File: config.mk
export PLATFORM = sky130hd
export DESIGN_NAME = wb_coalesce_ctrl
export DESIGN_NICKNAME = d
export VERILOG_FILES = /design/src/rtl/wb_coalesce_pkg.sv /design/src/rtl/coal_prescaler.sv /design/src/rtl/coal_timer.sv /design/src/rtl/coal_accum.sv /design/src/rtl/wb_coalesce_ctrl.sv
export SDC_FILE = /design/constraint.sdc
export NUM_CORES = 1
export LEC_CHECK = 0
export ABC_AREA = 0
export BUFFER_PORTS_ARGS = -buffer_cell sky130_fd_sc_hd__buf_2
export CAP_MARGIN = 25
export CORE_MARGIN = 2
export CORE_UTILIZATION = 55
export DETAILED_ROUTE_END_ITERATION = 6
export PLACE_DENSITY_LB_ADDON = 0.15
export SLEW_MARGIN = 40
export SYNTH_ARGS = -nofsm -noshare
export SYNTH_HDL_FRONTEND = slang
export SYNTH_SLANG_ARGS = --single-unit
File: constraint.sdc
create_clock -name clk -period 2.9 [get_ports clk]
set_input_delay 0.29 -clock clk [delete_from_list [all_inputs] [get_ports clk]]
set_output_delay 0.29 -clock clk [all_outputs]
set_load 0.005 [all_outputs]
File: src/rtl/wb_coalesce_pkg.sv
package wb_coalesce_pkg;
  typedef enum logic {MODE_IMMED = 1'b0, MODE_BATCH = 1'b1} wb_mode_e;

  function automatic wb_mode_e mode_of(input logic thr_nonzero);
    return thr_nonzero ? MODE_BATCH : MODE_IMMED;
  endfunction
endpackage

File: src/rtl/coal_prescaler.sv
module coal_prescaler #(
  parameter int PRESCALE = 4
) (
  input  logic clk,
  input  logic rst,
  output logic tick
);
  localparam int PW = (PRESCALE > 1) ? $clog2(PRESCALE) : 1;
  localparam logic [PW-1:0] LAST = PW'(PRESCALE - 1);

  generate
    if (PRESCALE > 1) begin : g_div
      logic [PW-1:0] cnt_q;
      always_ff @(posedge clk) begin
        if (rst)          cnt_q <= '0;
        else if (tick)    cnt_q <= '0;
        else              cnt_q <= cnt_q + 1'b1;
      end
      assign tick = (cnt_q == LAST);

      // ticks are spaced, never on back-to-back cycles
      assert_tick_spaced_R4: assert property (@(posedge clk) disable iff (rst)
        tick |=> !tick);
    end else begin : g_every
      assign tick = 1'b1;
    end
  endgenerate
endmodule

File: src/rtl/coal_timer.sv
module coal_timer #(
  parameter int DLY_W = 16
) (
  input  logic             clk,
  input  logic             rst,
  input  logic             batch,
  input  logic             tick,
  input  logic             start_evt,
  input  logic             flush,
  input  logic [DLY_W-1:0] load_val,
  output logic             expired
);
  logic             run_q;
  logic [DLY_W-1:0] val_q;

  always_ff @(posedge clk) begin
    if (rst || !batch) begin
      run_q   <= 1'b0;
      val_q   <= '0;
      expired <= 1'b0;
    end else if (flush) begin
      // a flush re-initialises; an arrival in the same cycle restarts
      expired <= 1'b0;
      run_q   <= start_evt;
      val_q   <= load_val;
    end else if (!run_q && !expired && start_evt) begin
      run_q <= 1'b1;
      val_q <= load_val;
    end else if (run_q && tick) begin
      if (val_q == '0) begin
        run_q   <= 1'b0;
        expired <= 1'b1;
      end else begin
        val_q <= val_q - 1'b1;
      end
    end
  end

  // timer holds no state in immediate mode
  assert_idle_immed_R10: assert property (@(posedge clk) disable iff (rst)
    !batch |=> (!run_q && !expired));
  // expiry only follows a tick of a running timer
  assert_expire_on_tick_R4: assert property (@(posedge clk) disable iff (rst)
    $rose(expired) |-> $past(tick && run_q));
endmodule

File: src/rtl/coal_accum.sv
module coal_accum #(
  parameter int THR_W = 8,
  parameter int CNT_W = 8
) (
  input  logic             clk,
  input  logic             rst,
  input  logic [THR_W-1:0] thresh,
  input  logic             batch,
  input  logic             desc_valid,
  input  logic             desc_rs,
  input  logic             expired,
  input  logic             wb_ack,
  output logic             inc,
  output logic             issue,
  output logic             wb_req,
  output logic [CNT_W-1:0] wb_count,
  output logic             wb_done
);
  localparam logic [CNT_W-1:0] CNT_MAX = '1;

  logic [CNT_W-1:0] pend_q;
  logic [CNT_W-1:0] base;
  logic             thr_hit;

  assign inc     = desc_valid && (batch || desc_rs);
  assign thr_hit = pend_q >= CNT_W'(thresh);
  assign issue   = !wb_req && (pend_q != '0) && (!batch || thr_hit || expired);
  assign base    = issue ? '0 : pend_q;

  always_ff @(posedge clk) begin
    if (rst) begin
      pend_q   <= '0;
      wb_req   <= 1'b0;
      wb_count <= '0;
      wb_done  <= 1'b0;
    end else begin
      if (inc && base != CNT_MAX) pend_q <= base + 1'b1;
      else                        pend_q <= base;
      wb_done <= wb_req && wb_ack;
      if (issue) begin
        wb_req   <= 1'b1;
        wb_count <= pend_q;
      end else if (wb_req && wb_ack) begin
        wb_req <= 1'b0;
      end
    end
  end

  assert_req_hold_R8: assert property (@(posedge clk) disable iff (rst)
    (wb_req && !wb_ack) |=> (wb_req && $stable(wb_count)));
  assert_req_nonzero_R8: assert property (@(posedge clk) disable iff (rst)
    wb_req |-> (wb_count != '0));
  assert_done_after_ack_R9: assert property (@(posedge clk) disable iff (rst)
    (wb_req && wb_ack) |=> wb_done);
  assert_done_only_R9: assert property (@(posedge clk) disable iff (rst)
    !(wb_req && wb_ack) |=> !wb_done);
endmodule

File: src/rtl/wb_coalesce_ctrl.sv
module wb_coalesce_ctrl #(
  parameter int THR_W    = 8,
  parameter int CNT_W    = 8,
  parameter int DLY_W    = 16,
  parameter int PRESCALE = 4
) (
  input  logic             clk,
  input  logic             rst,
  input  logic [THR_W-1:0] cfg_thresh,
  input  logic [DLY_W-1:0] cfg_delay,
  input  logic             desc_valid,
  input  logic             desc_rs,
  output logic             wb_req,
  output logic [CNT_W-1:0] wb_count,
  input  logic             wb_ack,
  output logic             wb_done
);
  import wb_coalesce_pkg::*;

  wb_mode_e mode;
  logic     batch, tick, inc, issue, expired;

  assign mode  = mode_of(cfg_thresh != '0);
  assign batch = (mode == MODE_BATCH);

  coal_prescaler #(.PRESCALE(PRESCALE)) u_pre (
    .clk(clk), .rst(rst), .tick(tick)
  );

  coal_timer #(.DLY_W(DLY_W)) u_tmr (
    .clk(clk), .rst(rst), .batch(batch), .tick(tick),
    .start_evt(inc), .flush(issue), .load_val(cfg_delay), .expired(expired)
  );

  coal_accum #(.THR_W(THR_W), .CNT_W(CNT_W)) u_acc (
    .clk(clk), .rst(rst), .thresh(cfg_thresh), .batch(batch),
    .desc_valid(desc_valid), .desc_rs(desc_rs), .expired(expired),
    .wb_ack(wb_ack), .inc(inc), .issue(issue),
    .wb_req(wb_req), .wb_count(wb_count), .wb_done(wb_done)
  );
endmodule

==> impl_metrics.tcl, run 1 <==
set metrics [dict create \
    cp_max_fo 32 \
    synth_area_in_adders_pct 6.127 \
    route.vias.total 1837 \
    cts_resized 0 \
    final.setup_skew_ps 5.149 \
    ys_dominant_reg_cell "sky130_fd_sc_hd__dfxtp_1" \
    compound_gate_fraction_of_synth_area_pct 19.36 \
    synth_nets 286 \
    synth.avg_cell_area_sq_um 8.267 \
    area_growth_syn_to_layout_pct 18.38 \
    syn-cell-area_sq_mm 0.002042 \
    finish.net_count 324 \
    synth_simple_gate_area_share_pct 24.75 \
    count_of_flip_flops_with_a_built_in_enable_after_synthesis 0 \
    clock_latency_ps 300 \
    synth.largest_area_cell "sky130_fd_sc_hd__dfxtp_1" \
    min-delay-start "wb_ack" \
    post_synth_num_cell_types 40 \
    cts_hold_buffers 0 \
    die_width_um 64.93 \
    synth_most_common_cell "sky130_fd_sc_hd__dfxtp_1" \
    route.detailed.drc 0 \
    detailedPlacementHpwl_um 3064 \
    grt-ovfl-total 0 \
    crit_start "u_acc.pend_q[0]" \
    design.die.area_sq_mm 0.004216 \
    yosys.area_share.xor_xnor_pct 6.863 \
    grt_start_max_net_pins 33 \
    synthesis.instances 247 \
    setup_viol 0 \
    critical_path_required_ps 3070 \
    detail_route.iter0.violations 116 \
    die_height_um 64.93 \
    antenna_left 0 \
    cts_tree "built" \
    timing.final.crit_share_pct 85.59 \
    slew_violations 0 \
    grt_pass1_wl_um 7596 \
    fin_setup_tns_ps 0 \
    synth.area.top_cells "sky130_fd_sc_hd__dfxtp_1 37%, sky130_fd_sc_hd__a211oi_1 6.3%, sky130_fd_sc_hd__ha_1 6.1%" \
    dominant_combinational_cell_family_by_area_after_synthesis "simple AND/OR/NAND/NOR gates" \
    place_congestion 0.8416 \
    clkSlewWorstSetupHoldPaths_ps 80 \
    rsz_0062_raised_after_global_routing "false" \
    worst_path_setup_slack_after_routing_ps 417.9 \
    crit_path_top_delay_cell "sky130_fd_sc_hd__or3b_2" \
    drt_wl_total_um 4152 \
    holdWs_ps 221.6 \
    synth_mux_area_share_pct 0.9804 \
    endpoint_kind "flop" \
    drt-wirelength-per-cell_um 12.43 \
    io_pins 39 \
    gr-usage-all-layers_pct 23.29 \
    critPathArrivalTime_ps 2650 \
    clock.fmax_mhz 402.9 \
    count_of_max_cap_constraint_violations 0 \
    outcome "finished, final reports clean" \
    core_area_sq_mm 0.003606 \
    diodes 0 \
    worst_slew_margin_rel_pct 61.32 \
    setup.worst_path.start_class "flop" \
    timing.final.crit_period_ps 2482 \
    critical_path_class "reg2reg" \
    hold_violations 0 \
    post-cts-setup-buffers 0 \
    cellPowerDensity_mw_per_mm2 536.1 \
    final_layout_size_suffix_gt1_share_pct 20.98 \
    ys.warnings.count 0 \
    pre_cts_setup_slack_ps 446.9 \
    synth.top_cells.by_count "38 x sky130_fd_sc_hd__dfxtp_1, 28 x sky130_fd_sc_hd__nand2_1, 28 x sky130_fd_sc_hd__nor2_1, 20 x sky130_fd_sc_hd__a21oi_1, 17 x sky130_fd_sc_hd__a211oi_1" \
    slowest_delay_ps 440 \
    rr_startpoint "u_acc.pend_q[0]" \
    worstMarginPinSlew_ps 580.2 \
    floorplan.initialDensity_pct 56.63 \
    crit_path_cell_trace "inv_1 > ha_1 > or3b_2 > o2111ai_1 > a2111o_1 > o21a_1 > buf_4 > mux2i_1 > nor2_1" \
    max-clock-path-buffers 2 \
    synth.top_cell.area_share_pct 37.25 \
    cts.htree.levels 2 \
    cts_buffers 5 \
    yosysSeqAreaShare_pct 37.25 \
    total_leakage_power_nw 1.011 \
    placement.io_buffers 38 \
    drtPass1Iterations 4 \
    route.detailed.vias_per_inst 5.500 \
    asyncSetResetFlopFracSynth_pct 0 \
    placementRows 22 \
    hp-class "in2reg" \
    power.ir.vdd_worst_mv 0.3454 \
    clock_tree.root_cell "sky130_fd_sc_hd__clkbuf_8" \
    synth-seq-cells 38 \
    cts_sinks 38 \
    grt_antenna_before_repair 0 \
    number_of_global_route_vias_before_repair 1738 \
]
sequential cells by signal (all words and copies together) (netlist names):
name               count
u_acc.wb_count         8
u_acc.wb_req           1
u_pre.g_div.cnt_q      2
u_acc.wb_done          1
u_acc.pend_q           8
u_tmr.run_q            1
u_tmr.expired          1
u_tmr.val_q           16
metal layers:
| layer | vias to the layer above | routed length (um) | part of all wire, % | global-route usage, % |
|---|---|---|---|---|
| li1 | 955 | - | - | - |
| met1 | 836 | 1837 | 44 | 27.77 |
| met2 | 39 | 2056 | 50 | 40.08 |
| met3 | 7 | 171 | 4.1 | 5.729 |
| met4 | 0 | 87 | 2.1 | 9.043 |
| met5 | - | 0 | 0 | 0 |
worst max-delay path: cells and delay by family (launching register included):
kind                     cells  cell delay [ps]
AO/OA/AOI/OAI                3              550
AND/OR/NAND/NOR              2              490
flip-flops                   1              430
buffers and inverters        2              390
adder cells (fa/ha/maj)      1              270
multiplexers                 1              230
logic make-up after synthesis:
logic type               count (synthesis)
XOR/XNOR                                16
AO/OA/AOI/OAI                           55
adder cells (fa/ha/maj)                 10
flip-flops                              38
buffers and inverters                   24
AND/OR/NAND/NOR                        102
multiplexers                             2
power breakdown:
group          switching [mW]  internal, mW  total [mW]  leakage, nW
logic                  0.0922        0.0828       0.175        0.632
clock network           0.198         0.345       0.542       0.0683
registers              0.0290         0.550       0.579        0.311
total                   0.319         0.977        1.30         1.01
final timing paths:
check,end,slack (ps),cells after the start
worst max-delay path,u_tmr.val_q[1],420,9
worst min-delay path,u_acc.wb_done,220,3
worst max register to register,u_tmr.val_q[1],420,9
worst min register to register,u_pre.g_div.cnt_q[0],440,1
area by class of cell:
class	count	area [sq um]
Sequential cell	38	760.7
Tap cell	48	60.06
Timing Repair Buffer	43	227.7
Fill cell	320	1189
Clock buffer	5	68.82
Inverter	12	45.04
Clock inverter	3	68.82
Multi-Input combinational cell	185	1186
through the flow:
step,cell area (sq um),power [mW],utilization [%],instances
3_5_place_dp,2280,0.7651,63.22,326
2_1_floorplan,2042,0.7133,-,247
4_1_cts,2417,1.307,67.04,334
3_3_place_gp,2280,0.7601,63.22,326
5_1_grt,2417,1.359,67.04,334
6_report,2417,1.296,67.04,334
cell usage in the layout (no fill, tap or decap), drive strengths merged, types with 2 or more instances in the layout:
master,Yosys,layout
a21oi,20,20
a211oi,18,18
xnor2,10,10
o21a,3,3
or4,7,7
nor3b,2,2
mux2i,2,2
a21o,3,3
nand2b,3,3
nand4,2,2
or2,3,3
nand3,4,4
nor3,12,12
xor2,6,6
clkbuf,7,5
nor2b,2,2
a211o,2,2
ha,10,10
nand2,28,28
buf,5,43
nor2,28,28
inv,12,12
bufinv,0,2
dfxtp,38,38
nor4,7,7
Note: power is estimated with default switching activity, not from simulation.
==> run 2, diff against run 1 <==
- CORE_MARGIN: 2 -> default
==> run 2 against run 1 <==
Power decreased by 6.3%. Critical path depth unchanged. Core utilization increased by 2.6 points. First-iteration DRC count increased by 26%. Clock-buffer cell count unchanged. Sequential cell count unchanged.
==> impl_metrics.tcl, run 2 (same netlist as run 1, synthesis figures left out) <==
set metrics [dict create \
    cts_hold_buffers 0 \
    met2WireLength_um 2149 \
    crit_path_cell_trace "inv_1 > ha_1 > or3b_2 > o2111ai_1 > a2111o_1 > o21a_1 > buf_4 > mux2i_1 > nor2_1" \
    rr_startpoint "u_acc.pend_q[0]" \
    met1Wirelength_um 1898 \
    finish.net_count 325 \
    die_width_um 62.93 \
    antenna_left 0 \
    rsz_0062_raised_after_global_routing "false" \
    power.switching_mw 0.3256 \
    largest_register_ff_count 16 \
    die_height_um 62.93 \
    timing.final.crit_period_ps 2530 \
    core_area_sq_mm 0.003442 \
    floorplan.initialDensity_pct 59.32 \
    crit_start "u_acc.pend_q[0]" \
    fin_setup_tns_ps 0 \
    biggestRegsByFlops "u_tmr.val_q x16, u_acc.pend_q x8, u_acc.wb_count x8" \
    design.die.area_sq_mm 0.003960 \
    gr-usage-all-layers_pct 24.32 \
    critical_path_required_ps 3070 \
    io_pins 39 \
    crit_path_top_delay_cell "sky130_fd_sc_hd__or3b_2" \
    placementRows 21 \
    cts_buffers 5 \
    cts_sinks 38 \
    final_cell_mix "38 x sky130_fd_sc_hd__buf_2, 38 x sky130_fd_sc_hd__dfxtp_1, 28 x sky130_fd_sc_hd__nor2_1, 28 x sky130_fd_sc_hd__nand2_1, 20 x sky130_fd_sc_hd__a21oi_1" \
    route.vias.total 1852 \
    hold_violations 0 \
    clkSlewWorstSetupHoldPaths_ps 80 \
    route.met3.wl_um 141 \
    placement.io_buffers 38 \
    grt_antenna_before_repair 0 \
    seqPwrFrac_pct 47.6 \
    total_leakage_power_nw 0.9986 \
    cts.htree.levels 2 \
    proportion_of_power_drawn_by_the_clock_network_pct 37.9 \
    filler_cell_count 296 \
    cts_tree "built" \
    drt-wirelength-per-cell_um 12.74 \
    worst_slew_margin_rel_pct 57.47 \
    power.ir.vdd_worst_mv 0.2971 \
    cts_resized 0 \
    registers.top_by_ff_count "u_tmr.val_q" \
    detail_route.iter0.violations 146 \
    final.setup_skew_ps 7.828 \
    timing.final.crit_share_pct 87.25 \
    diodes 0 \
    power_switching_share_pct 26.82 \
    count_of_max_cap_constraint_violations 0 \
    critical_path_class "reg2reg" \
    drtPass1Iterations 4 \
    slowest_delay_ps 440 \
    final_layout_size_suffix_gt1_share_pct 21.25 \
    endpoint_kind "flop" \
    post-cts-setup-buffers 0 \
    combinational_share_of_power_pct 14.5 \
    setup.worst_path.start_class "flop" \
    holdWs_ps 219.9 \
    slew_violations 0 \
    grt_start_max_net_pins 33 \
    number_of_global_route_vias_before_repair 1767 \
    detailedPlacementHpwl_um 3067 \
    worstMarginPinSlew_ps 632.2 \
    max-clock-path-buffers 2 \
    clock_latency_ps 300 \
    grt_pass1_wl_um 7590 \
    cellPowerDensity_mw_per_mm2 506.2 \
    place_congestion 0.9006 \
    drt_wl_total_um 4244 \
    outcome "finished, final reports clean" \
    route.detailed.vias_per_inst 5.562 \
    hp-class "in2reg" \
    setup_viol 0 \
    grt-ovfl-total 0 \
    min-delay-start "wb_ack" \
    p_int_mw 0.8884 \
    cp_max_fo 32 \
    top_layer_used "met4" \
    route.detailed.drc 0 \
    area_growth_syn_to_layout_pct 17.46 \
    critPathArrivalTime_ps 2700 \
    clock.fmax_mhz 395.2 \
    clock_tree.root_cell "sky130_fd_sc_hd__clkbuf_8" \
]
-- run 2: final timing paths --
path                          end  slack, ps  cells after the start
min                 u_acc.wb_done        220                      3
max reg2reg        u_tmr.val_q[1]        370                      9
max                u_tmr.val_q[1]        370                      9
min reg2reg  u_pre.g_div.cnt_q[0]        450                      1
-- run 2: power groups by stage --
stage | logic (mW) | registers (mW) | clock network, mW
after floorplan | 0.130 | 0.583 | 0
after global placement | 0.170 | 0.589 | 0
after detailed placement | 0.176 | 0.589 | 0
after CTS | 0.177 | 0.578 | 0.467
after global routing | 0.198 | 0.583 | 0.492
final | 0.176 | 0.578 | 0.461
-- run 2: routing by layer --
metal	global-route usage, %	up-vias
li1	-	965
met1	26.61	847
met2	44.76	34
met3	5.839	6
met4	8.721	0
met5	0	-
-- run 2: layout make-up --
| class | count | area (sq um) | share of cell area (%) |
|---|---|---|---|
| multi-input cells | 185 | 1186 | 49.45 |
| flip-flops and latches | 38 | 760.7 | 31.72 |
| repair buffers | 44 | 235.2 | 9.807 |
| clock buffers | 5 | 68.82 | 2.869 |
| well taps | 46 | 57.56 | 2.400 |
| clock inverters | 3 | 45.04 | 1.878 |
| inverters | 12 | 45.04 | 1.878 |
-- run 2: critical path, delay by kind of cell, from the launching register on --
kind                     cells  cell delay [ps]
AND/OR/NAND/NOR              2              490
AO/OA/AOI/OAI                3              550
buffers and inverters        2              420
adder cells (fa/ha/maj)      1              270
multiplexers                 1              240
flip-flops                   1              420
-- run 2: metrics by stage --
stage	setup WS, ps	power (mW)	cell area, sq um	instances	utilization (%)
floorplan	657.4	0.7133	2042	247	-
global placement	511.1	0.7589	2285	325	66.38
detailed placement	423.9	0.7651	2285	325	66.38
CTS	391.1	1.222	2399	333	69.68
global route	174.3	1.273	2399	333	69.68
finish	369.6	1.214	2399	333	69.68
==> run 3, diff against run 2 <==
--- a/config.mk
+++ b/config.mk
@@ -10,2 +10,3 @@
 export CAP_MARGIN = 25
+export CORE_ASPECT_RATIO = 1.75
 export CORE_UTILIZATION = 55
@@ -13,2 +14,3 @@
 export PLACE_DENSITY_LB_ADDON = 0.15
+export SKIP_LAST_GASP = 1
 export SLEW_MARGIN = 40
==> constraint.sdc (replaced) <==
create_clock -name clk -period 2.9 [get_ports clk]
set_input_delay 0.145 -clock clk [delete_from_list [all_inputs] [get_ports clk]]
set_output_delay 0.145 -clock clk [all_outputs]
set_load 0.005 [all_outputs]
==> run 3 against run 2 <==
Sequential share of layout area down 0.41 points. The flow now finishes with violations (design-rule violations). First-iteration DRC count down 74%. Power up 7.0%. Critical endpoint is now u_tmr.val_q[4]. Combinational power up 3%. Routed wire length up 12%. Sequential power about the same. Via count up 3.9%. Clock power up 17%. Critical path depth unchanged.
==> impl_metrics.tcl, run 3 (same netlist as run 1, synthesis figures left out) <==
set metrics [dict create \
    outcome "finished with violations" \
    failing_checks "design-rule violations" \
    io_pins 39 \
    cts_hold_buffers 0 \
    antenna_left 0 \
    area_growth_syn_to_layout_pct 19.00 \
    ff_latch_area_sq_um 760.7 \
    worstMarginPinSlew_ps 671.6 \
    die_width_um 48.06 \
    cts_buffers 5 \
    place_congestion 0.9205 \
    hp-class "in2reg" \
    drt-wirelength-per-cell_um 14.19 \
    area_after_dpl_sq_mm 0.002292 \
    multi_input_comb_area_sq_mm 0.001186 \
    clock_latency_ps 300 \
    timing.final.crit_period_ps 2540 \
    slew_violations 0 \
    placementRows 29 \
    total_leakage_power_nw 1.021 \
    stdcell_area_sq_mm 0.002430 \
    max-clock-path-buffers 2 \
    cts_tree "built" \
    grt-ovfl-total 0 \
    drt_wl_total_um 4739 \
    cts_sinks 38 \
    design.die.area_sq_mm 0.003970 \
    diodes 0 \
    proportion_of_power_drawn_by_the_clock_network_pct 41.6 \
    route.detailed.vias_per_inst 5.760 \
    final_layout_size_suffix_gt1_share_pct 21.53 \
    timing.final.crit_share_pct 87.59 \
    die_height_um 82.61 \
    largest_register_ff_count 16 \
    core_area_sq_mm 0.003592 \
    detailedPlacementHpwl_um 3465 \
    floorplan.initialDensity_pct 56.84 \
    power.switching_mw 0.3195 \
    biggestRegsByFlops "u_tmr.val_q x16, u_acc.pend_q x8, u_acc.wb_count x8" \
    finalNonFillerCells 334 \
    finish.net_count 326 \
    post-cts-setup-buffers 0 \
    clock.fmax_mhz 393.7 \
    setup_viol 0 \
    critPathArrivalTime_ps 2740 \
    critical_path_class "reg2reg" \
    drtPass1Iterations 6 \
    fin_setup_tns_ps 0 \
    power.ir.vdd_worst_mv 0.5031 \
    clkSlewWorstSetupHoldPaths_ps 80 \
    placed_cells_incl_taps 326 \
    seqPwrFrac_pct 44.5 \
    holdWs_ps 93.50 \
    grt_antenna_before_repair 0 \
    hold_violations 0 \
    count_of_max_cap_constraint_violations 0 \
    rsz_0062_raised_after_global_routing "false" \
    grt_pass1_wl_um 7486 \
    cts.htree.levels 2 \
    number_of_global_route_vias_before_repair 1816 \
    critical_path_required_ps 3110 \
    combinational_share_of_power_pct 13.9 \
    route.vias.total 1924 \
    clock_tree.root_cell "sky130_fd_sc_hd__clkbuf_8" \
    cts_resized 0 \
    filler_cell_count 323 \
    final_cell_mix "38 x sky130_fd_sc_hd__buf_2, 38 x sky130_fd_sc_hd__dfxtp_1, 28 x sky130_fd_sc_hd__nor2_1, 28 x sky130_fd_sc_hd__nand2_1, 20 x sky130_fd_sc_hd__a21oi_1" \
    detail_route.iter0.violations 38 \
    grt_start_max_net_pins 33 \
    route.detailed.drc 2 \
    registers.top_by_ff_count "u_tmr.val_q" \
    power_switching_share_pct 24.59 \
    setup.worst_path.start_class "flop" \
    worst_slew_margin_rel_pct 55.23 \
    cp_max_fo 32 \
    gr-usage-all-layers_pct 26.79 \
    endpoint_kind "flop" \
    p_int_mw 0.9801 \
    cellPowerDensity_mw_per_mm2 534.9 \
    final.setup_skew_ps 10.65 \
    placement.io_buffers 38 \
]
[run 3: cell count changes in the layout (fill, tap and decap cells not counted), sizes merged]
cell	previous run	this run
buf	44	45
bufinv	1	2
clkinv	0	1
clkinvlp	2	0
[run 3: power by group through the flow]
| stage | Combinational [mW] | Sequential [mW] | Clock, mW |
|---|---|---|---|
| after global placement | 0.177 | 0.589 | 0 |
| after floorplan | 0.130 | 0.583 | 0 |
| final | 0.181 | 0.578 | 0.540 |
| after CTS | 0.182 | 0.578 | 0.551 |
| after detailed placement | 0.180 | 0.590 | 0 |
| after global routing | 0.204 | 0.582 | 0.566 |
[run 3: through the flow]
step | setup slack (ps) | total power, mW | util [%]
3_3_place_gp | 496.5 | 0.7662 | 63.81
2_1_floorplan | 657.4 | 0.7133 | -
5_1_grt | 159.6 | 1.352 | 67.64
3_5_place_dp | 438.2 | 0.7698 | 63.81
4_1_cts | 359.5 | 1.311 | 67.64
6_report | 360.0 | 1.300 | 67.64
[run 3: area by class of cell]
class                   count  share of cell area, %
inverters                  12                  1.854
flip-flops and latches     38                  31.31
clock inverters             3                  2.832
clock buffers               5                  2.832
multi-input cells         185                  48.82
well taps                  46                  2.369
repair buffers             45                  9.990
[run 3: path summary, 6_finish.rpt]
path	startpoint	end	slack (ps)	depth (start not counted)
max	u_acc.pend_q[0]	u_tmr.val_q[4]	360	9
max reg2reg	u_acc.pend_q[0]	u_tmr.val_q[4]	360	9
min reg2reg	u_pre.g_div.cnt_q[0]	u_pre.g_div.cnt_q[0]	430	1
min	wb_ack	u_acc.wb_done	90	3
[run 3: critical path, cell delays in order (launching register included)]
cell and delay [ps]:
sky130_fd_sc_hd__dfxtp_1 410, sky130_fd_sc_hd__inv_1 110, sky130_fd_sc_hd__ha_1 280, sky130_fd_sc_hd__or3b_2 430, sky130_fd_sc_hd__o2111ai_1 110, sky130_fd_sc_hd__a2111o_1 300
sky130_fd_sc_hd__o21a_1 160, sky130_fd_sc_hd__buf_4 290, sky130_fd_sc_hd__nor2_1 90, sky130_fd_sc_hd__a211oi_1 240
[run 3: routing by layer]
layer	vias to the layer above	wire length, um	GRT usage [%]	share of wire [%]
met5	-	0	0	0
li1	963	-	-	-
met1	898	1717	23.82	36
met4	0	166	15.00	3.5
met2	44	2738	51.08	58
met3	19	118	5.217	2.5
